==> config.mk <==
export PLATFORM = sky130hd
export DESIGN_NAME = cmd_stream_player
export DESIGN_NICKNAME = d
export VERILOG_FILES = /design/src/rtl/cmdp_pkg.sv /design/src/rtl/cmdp_rom.sv /design/src/rtl/cmdp_walker.sv /design/src/rtl/cmd_stream_player.sv
export SDC_FILE = /design/constraint.sdc
export NUM_CORES = 1
export LEC_CHECK = 0
export ABC_AREA = 1
export BUFFER_PORTS_ARGS = -buffer_cell sky130_fd_sc_hd__buf_2
export CAP_MARGIN = 5
export CORE_MARGIN = 5
export CORE_UTILIZATION = 50
export DETAILED_ROUTE_END_ITERATION = 12
export GPL_ROUTABILITY_DRIVEN = 0
export GPL_TIMING_DRIVEN = 1
export PLACE_DENSITY_LB_ADDON = 0.1
export SETUP_SLACK_MARGIN = 0.02
export SYNTH_ARGS = -nofsm -noshare
export SYNTH_HDL_FRONTEND = slang
export SYNTH_SLANG_ARGS = --single-unit
==> constraint.sdc <==
create_clock -name clk -period 12.9 [get_ports clk]
set_clock_uncertainty 0.15 [all_clocks]
set_input_delay 2.58 -clock clk [delete_from_list [all_inputs] [get_ports clk]]
set_output_delay 2.58 -clock clk [all_outputs]
set_load 0.03 [all_outputs]
==> src/rtl/cmdp_pkg.sv <==
package cmdp_pkg;

  typedef enum logic [1:0] {
    ST_IDLE,
    ST_HEAD,
    ST_SEND
  } walk_st_e;

  // Table image: bank 0 black-and-white, bank 1 grayscale.
  function automatic logic [7:0] table_byte(input int bank, input int addr);
    logic [7:0] v;
    v = 8'h00;
    if (addr == 24) v = 8'h07;  // deliberately oversized count
    else if (bank == 0) begin
      case (addr)
        0: v = 8'h04;  1: v = 8'h01;  2: v = 8'h03;  3: v = 8'h00;
        4: v = 8'h2B;  5: v = 8'h2B;  6: v = 8'h03;  7: v = 8'h06;
        8: v = 8'h17;  9: v = 8'h17; 10: v = 8'h17; 11: v = 8'h02;
       12: v = 8'h00; 13: v = 8'hBF; 14: v = 8'h0D; 15: v = 8'h04;
       16: v = 8'h61; 17: v = 8'h01; 18: v = 8'h90; 19: v = 8'h01;
       20: v = 8'h2C;
        default: v = 8'h00;
      endcase
    end else begin
      case (addr)
        0: v = 8'h05;  1: v = 8'h01;  2: v = 8'h03;  3: v = 8'h00;
        4: v = 8'h2B;  5: v = 8'h2B;  6: v = 8'h13;  7: v = 8'h03;
        8: v = 8'h06;  9: v = 8'h17; 10: v = 8'h17; 11: v = 8'h17;
       12: v = 8'h01; 13: v = 8'h00; 14: v = 8'h3F; 15: v = 8'h04;
       16: v = 8'h61; 17: v = 8'h01; 18: v = 8'h90; 19: v = 8'h01;
       20: v = 8'h2C;
        default: v = 8'h00;
      endcase
    end
    return v;
  endfunction

endpackage

==> src/rtl/cmdp_rom.sv <==
module cmdp_rom #(
  parameter int DEPTH = 32,
  parameter int BANKS = 2,
  localparam int AW   = $clog2(DEPTH),
  localparam int BW   = (BANKS > 1) ? $clog2(BANKS) : 1
) (
  input  logic [BW-1:0] bank,
  input  logic [AW-1:0] addr,
  output logic [7:0]    rd_data
);

  logic [7:0] bank_q [BANKS];

  for (genvar g = 0; g < BANKS; g++) begin : g_bank
    always_comb bank_q[g] = cmdp_pkg::table_byte(g, int'(addr));
  end

  assign rd_data = bank_q[bank];

endmodule

==> src/rtl/cmdp_walker.sv <==
module cmdp_walker #(
  parameter int DEPTH      = 32,
  parameter int MAX_PARAMS = 6,
  localparam int AW        = $clog2(DEPTH),
  localparam int CW        = $clog2(MAX_PARAMS + 1)
) (
  input  logic          clk,
  input  logic          rst_n,
  input  logic          start,
  input  logic          mode,
  input  logic [AW-1:0] base,
  input  logic [AW:0]   len,
  output logic [AW-1:0] rom_addr,
  output logic          rom_bank,
  input  logic [7:0]    rom_data,
  output logic          tx_valid,
  input  logic          tx_ready,
  output logic [7:0]    tx_data,
  output logic          tx_cmd,
  output logic          done,
  output logic          err
);
  import cmdp_pkg::*;

  localparam logic [AW+1:0] REC_OVH = (AW+2)'(2);
  localparam logic [7:0]    MAXP8   = 8'(MAX_PARAMS);

  walk_st_e      state;
  logic [AW:0]   ptr;
  logic [AW:0]   endp;
  logic          bank_q;
  logic [CW-1:0] left;
  logic          opc;

  logic          cnt_big;
  logic [AW+1:0] rec_end;
  logic          overrun;
  logic          last_beat;

  assign cnt_big   = rom_data > MAXP8;
  assign rec_end   = {1'b0, ptr} + (AW+2)'(rom_data[CW-1:0]) + REC_OVH;
  assign overrun   = rec_end > {1'b0, endp};
  assign last_beat = opc ? (left == '0) : (left == CW'(1));

  assign rom_addr = ptr[AW-1:0];
  assign rom_bank = bank_q;
  assign tx_valid = (state == ST_SEND);
  assign tx_data  = rom_data;
  assign tx_cmd   = (state == ST_SEND) && opc;

  always_ff @(posedge clk or negedge rst_n) begin
    if (!rst_n) begin
      state  <= ST_IDLE;
      ptr    <= '0;
      endp   <= '0;
      bank_q <= 1'b0;
      left   <= '0;
      opc    <= 1'b0;
      done   <= 1'b0;
      err    <= 1'b0;
    end else begin
      done <= 1'b0;
      err  <= 1'b0;
      case (state)
        ST_IDLE: begin
          if (start) begin
            ptr    <= {1'b0, base};
            endp   <= {1'b0, base} + len;
            bank_q <= mode;
            state  <= ST_HEAD;
          end
        end
        ST_HEAD: begin
          if (ptr == endp) begin
            done  <= 1'b1;
            state <= ST_IDLE;
          end else if (cnt_big || overrun) begin
            done  <= 1'b1;
            err   <= 1'b1;
            state <= ST_IDLE;
          end else begin
            left  <= rom_data[CW-1:0];
            opc   <= 1'b1;
            ptr   <= ptr + 1'b1;
            state <= ST_SEND;
          end
        end
        ST_SEND: begin
          if (tx_ready) begin
            ptr <= ptr + 1'b1;
            opc <= 1'b0;
            if (!opc) left <= left - 1'b1;
            if (last_beat) state <= ST_HEAD;
          end
        end
        default: state <= ST_IDLE;
      endcase
    end
  end

endmodule

==> src/rtl/cmd_stream_player.sv <==
module cmd_stream_player #(
  parameter int DEPTH      = 32,
  parameter int MAX_PARAMS = 6,
  localparam int AW        = $clog2(DEPTH)
) (
  input  logic          clk,
  input  logic          rst_n,
  input  logic          start_i,
  input  logic          mode_i,
  input  logic [AW-1:0] base_i,
  input  logic [AW:0]   len_i,
  output logic          tx_valid_o,
  input  logic          tx_ready_i,
  output logic [7:0]    tx_data_o,
  output logic          tx_cmd_o,
  output logic          done_o,
  output logic          err_o
);

  logic [AW-1:0] rom_addr;
  logic          rom_bank;
  logic [7:0]    rom_data;

  cmdp_rom #(.DEPTH(DEPTH), .BANKS(2)) u_rom (
    .bank    (rom_bank),
    .addr    (rom_addr),
    .rd_data (rom_data)
  );

  cmdp_walker #(.DEPTH(DEPTH), .MAX_PARAMS(MAX_PARAMS)) u_walk (
    .clk      (clk),
    .rst_n    (rst_n),
    .start    (start_i),
    .mode     (mode_i),
    .base     (base_i),
    .len      (len_i),
    .rom_addr (rom_addr),
    .rom_bank (rom_bank),
    .rom_data (rom_data),
    .tx_valid (tx_valid_o),
    .tx_ready (tx_ready_i),
    .tx_data  (tx_data_o),
    .tx_cmd   (tx_cmd_o),
    .done     (done_o),
    .err      (err_o)
  );

endmodule

# Yosys cells after proc, flatten, opt, wreduce, memory -nomap -nowiden
# Memories as Yosys holds them, arrays and structs flattened.
# Index checks and enable logic that the tools add are counted.
# totals
reg_bits	21
latch_bits	0
mem_bits_rw	0
rom_bits	512
inputBits	16
output_inout_bits	12
n_memories	2
# op_classes
add_sub_neg	5
n_mul	0
n_div	0
magnitude_cmp	3
n_eq_ne	11
shifts	0
mux	31
n_bitwise	1
reduce_logical	11
# mem_list
memory	depth	width	rd	rd_clocked_by_memory_dff	wr	line	rtl
(name not given)	32	8	1	0	0	cmdp_pkg.sv:25	case (addr)
(name not given)	32	8	1	0	0	cmdp_pkg.sv:15	case (addr)
# op_table
operator	n
2-to-1 mux 8 bit	5
2-to-1 mux 6 bit	4
case mux 6 bit (3 select lines)	1
2-to-1 mux 3 bit	4
2-to-1 mux 2 bit	5
AND reduction 5 bit	2
2-to-1 mux 1 bit	9
greater-than comparator 8 x 3 -> 1 bit, second input constant	1
!= test 2 bit, second input constant	4
adder 6 x 3 -> 7 bit	1
adder 7 x 2 -> 7 bit, second input constant	1
greater-than comparator 7 x 6 -> 1 bit	1
adder 5 x 6 -> 6 bit	1
adder 6 x 1 -> 6 bit, second input constant	1
== test 6 bit	1
case mux 2 bit (3 select lines)	1
case mux 3 bit (2 select lines)	1
== test 5 x 4 -> 1 bit, second input constant	1
!= test 2 x 1 -> 1 bit, second input constant	2
AND reduction 4 bit	1
== test 3 x 1 -> 1 bit, second input constant	1
logical NOT 3 bit	1
AND reduction 3 bit	1
nonzero test 3 bit	1
11 further kinds	11

# Longest topological paths before layout
# logic_depth
ltp_word	12
mapped_depth	31

# By module
# A second synthesis with hierarchy kept.
# hier_totals
hier_cells	350
area_unflattened_um2	2512.4
# modules_own_cells
module	instances	cells_per_inst	area_each_um2
cmdp_walker	1	260	1971.9
cmdp_rom	1	90	540.5

# Least setup slack after synthesis
# Ideal clock, no wire load.
# synth_path
path_type	flip-flop to output port
start	register u_walk.ptr[0]
end	output port tx_data_o[3]
arrival_ps	1691
t_required_ps	10170
setup_slack_ps	8479
path_stages_with_launch	7
path_buffers	0
cell_sequence	dfrtp_1 > inv_1 > ha_1 > nand2_1 > nand3_1 > nand2_1 > a21oi_1
# synth_via
elab_chain_cells	5
# synth_rtl
item	line	rtl
start, declared	cmdp_walker.sv:29	logic [AW:0] ptr;
start signal, assigned	cmdp_walker.sv:67	ptr <= {1'b0, base};
start signal, assigned	cmdp_walker.sv:84	ptr <= ptr + 1'b1;
start signal, assigned	cmdp_walker.sv:90	ptr <= ptr + 1'b1;
memory read (32 x 8 bit), or another cell as far along	--	
2-to-1 mux 8 bit	cmdp_pkg.sv:13	if (addr == 24) v = 8'h07;
2-to-1 mux 8 bit (implied by the code) (*) (3 in a row)	cmdp_rom.sv:18	assign rd_data = bank_q[bank];
end, declared	cmd_stream_player.sv:14	output logic [7:0] tx_data_o,
# Mark *: on every way between the ends. The rest lies on a longest branch, timed or not. The select of a mux whose other input is x is not followed.

# Final worst setup path
# layout_path
start	register u_walk.ptr[1]
end	output port tx_data_o[0]
# The elaborated chain is that of the path after synthesis.

==> metrics.yaml <==
outcome: "completed"
core_mm2: 0.00466
viasPerCell: 5.25
rsz0062_at_grt: "no"
numCtsBuffers: 3
ctsHoldBuffers: 0
antenna_left: 0
gr-total-overflow: 0
path_clk_slew_ns: 0.09
synth-xor-area-share: 0.0332
cts_tree: "built"
synth_area_mm2: 0.00237
slew_headroom: 0.532
post_cts_resize_count: 0
cts_max_path_buffers: 2
drt_iter0_drc: 187
synth_fa_ha_area_frac: 0.186
numClockSinks: 21
die_area_mm2: 0.00623
cp-end-kind: "primary output"
final_cell_area_mm2: 0.00256
drc: 0
cts_htree_levels: 1
placed_area_mm2: 0.00251
num_io_pins: 28
nets: 409
drv_slew: 0
detailed_place_hpwl_um: 4560
die_h_um: 78.9
yosys_warnings: 0
netlist_instances: 333
antenna_cells_inserted: 0
antenna_found_initial: 0
path_max_fanout: 9
ys_seq_area_frac: 0.221
synth_cell_types: 30
initial_utilization: 0.509
synth_top_family_by_area: "simple AND/OR/NAND/NOR gates"
fmax_mhz: 204
routed_wl_um: 5540
io_buffers: 27
muxShareOfSynthArea: 0
via_count: 2164
syn_nets: 383
drv_cap: 0
path_class: "reg2out"
area_growth_pct: 7.80
core.rowCount: 25
grt_pass1_wl_um: 9330
first_pass_iters: 5
cp.required_ns: 10.17
hold_slack_ns: 0.338
synth_area_per_cell_um2: 7.13
hold_class: "reg2reg"
critPathArrivalTime_ns: 2.18
tns_ns: 0
grt_use_total: 0.188
root_buffer: "clkbuf_8"
worst_pin_slew_ns: 0.702
clkLatencyLatePin_ns: 0.27
grt_max_degree: 22
setup_viol: 0
postCtsSetupRepairBufs: 0
hold_violations: 0
yosys.area.top_type: "dfrtp_1"
fp.dieW_um: 78.9
synth_top_area_frac: 0.221
wl_per_cell_um: 13.4
startpoint_type: "flip-flop"
ys_seq_elements: 21
synth_compound_area_frac: 0.116
finalCritPeriodShare: 0.380
synthSimpleGateAreaFrac: 0.336
drive_gt1_frac: 0.201
grt_pass1_vias: 2021
synth_area_leaders: "dfrtp_1 (22%), ha_1 (17%), nand2_1 (12%), inv_1 (7.6%), o21ai_0 (4.8%)"
period_needed_ns: 4.91
[cell usage after synthesis]
| library cell | count |
|---|---|
| inv_2 | 3 |
| a21boi_2 | 1 |
| nand4_1 | 8 |
| xor2_1 | 7 |
| and2_1 | 1 |
| a21oi_1 | 11 |
| nor2_1 | 27 |
| nor3_1 | 3 |
| o211ai_1 | 1 |
| a22o_1 | 1 |
| xnor2_1 | 2 |
| fa_1 | 2 |
| a31oi_1 | 3 |
| nor4_1 | 2 |
| ha_1 | 32 |
| o21ai_2 | 5 |
| nor2_2 | 6 |
| o21ai_0 | 23 |
| nand3_2 | 3 |
| buf_4 | 1 |
| nand3_1 | 15 |
| nand2_1 | 76 |
| a22oi_1 | 2 |
| dfrtp_1 | 21 |
| nand2_2 | 16 |
| or2_1 | 1 |
| nand2_4 | 3 |
| buf_6 | 5 |
| nor2_4 | 4 |
| inv_1 | 48 |
[registers in the layout (all words and copies together), names as in the netlist]
name             cells
u_walk.left          3
u_walk.opc           1
u_walk.err           1
u_walk.endp          6
u_walk.rom_bank      1
u_walk.state         2
u_walk.done          1
u_walk.ptr           6
[per-stage QoR]
step                setup slack (ns)   util  cells
CTS                             8.00  0.549    412
global placement                8.35  0.539    408
floorplan                       8.48      -    333
detailed placement              8.30  0.539    408
global route                    7.86  0.549    412
finish                          7.99  0.549    412
[final timing paths]
path                                 from              to  slack [ns]  cells after the start
setup / recovery            u_walk.ptr[1]    tx_data_o[0]        7.99                     11
hold / removal             u_walk.left[1]  u_walk.left[1]        0.34                      2
setup reg to reg            u_walk.ptr[1]   u_walk.ptr[0]        8.28                     28
hold reg to reg            u_walk.left[1]  u_walk.left[1]        0.34                      2
max in group asynchronous           rst_n  u_walk.endp[2]       10.13                      1
min in group asynchronous           rst_n  u_walk.left[0]        2.12                      1
[per-layer routing]
metal,global-route usage,wire (µm),share of wire,vias up
li1,-,-,-,1117
met1,0.248,2560,0.46,957
met2,0.319,2540,0.46,78
met3,0.0227,323,0.058,12
met4,0.0619,110,0.020,0
met5,0,0,0,-
[cell type report]
class	instances	area, µm²
well taps	54	67.6
inverters	51	191
repair buffers	27	135
clock buffers	3	41.3
flip-flops and latches	21	526
multi-input cells	255	1590
fillers	446	2100
clock inverters	1	5.00
[worst max-delay path, stage by stage (launching register included)]
cell and delay, ns:
dfrtp_1 0.46, inv_1 0.26, ha_1 0.32, inv_1 0.11, nor2_4 0.11, nand2_2 0.07, nand2_1 0.08, nand2_1 0.06
nand2_2 0.12, nor2_4 0.04, inv_1 0.09, buf_2 0.20
[cells in the final DEF, fill, tap and decap left out, types with 5 or more instances in the layout]
cell type   n
nand3_1    15
buf_2      27
nor2_2      6
nor2_1     27
inv_1      48
nand4_1     8
a21oi_1    11
dfrtp_1    21
o21ai_2     5
nand2_1    76
o21ai_0    23
nand2_2    16
ha_1       32
xor2_1      7
[cells by family (layout without fill, tap and decap cells)]
| group | after synthesis | count (layout) |
|---|---|---|
| AO/OA/AOI/OAI | 47 | 47 |
| XOR/XNOR | 9 | 9 |
| flip-flops | 21 | 21 |
| adder cells (fa/ha/maj) | 34 | 34 |
| buffers and inverters | 57 | 82 |
| AND/OR/NAND/NOR | 165 | 165 |
Power is left out: the tool's default activity adds up to more than one toggle a clock period on the data nets, which glitch-free logic cannot reach.
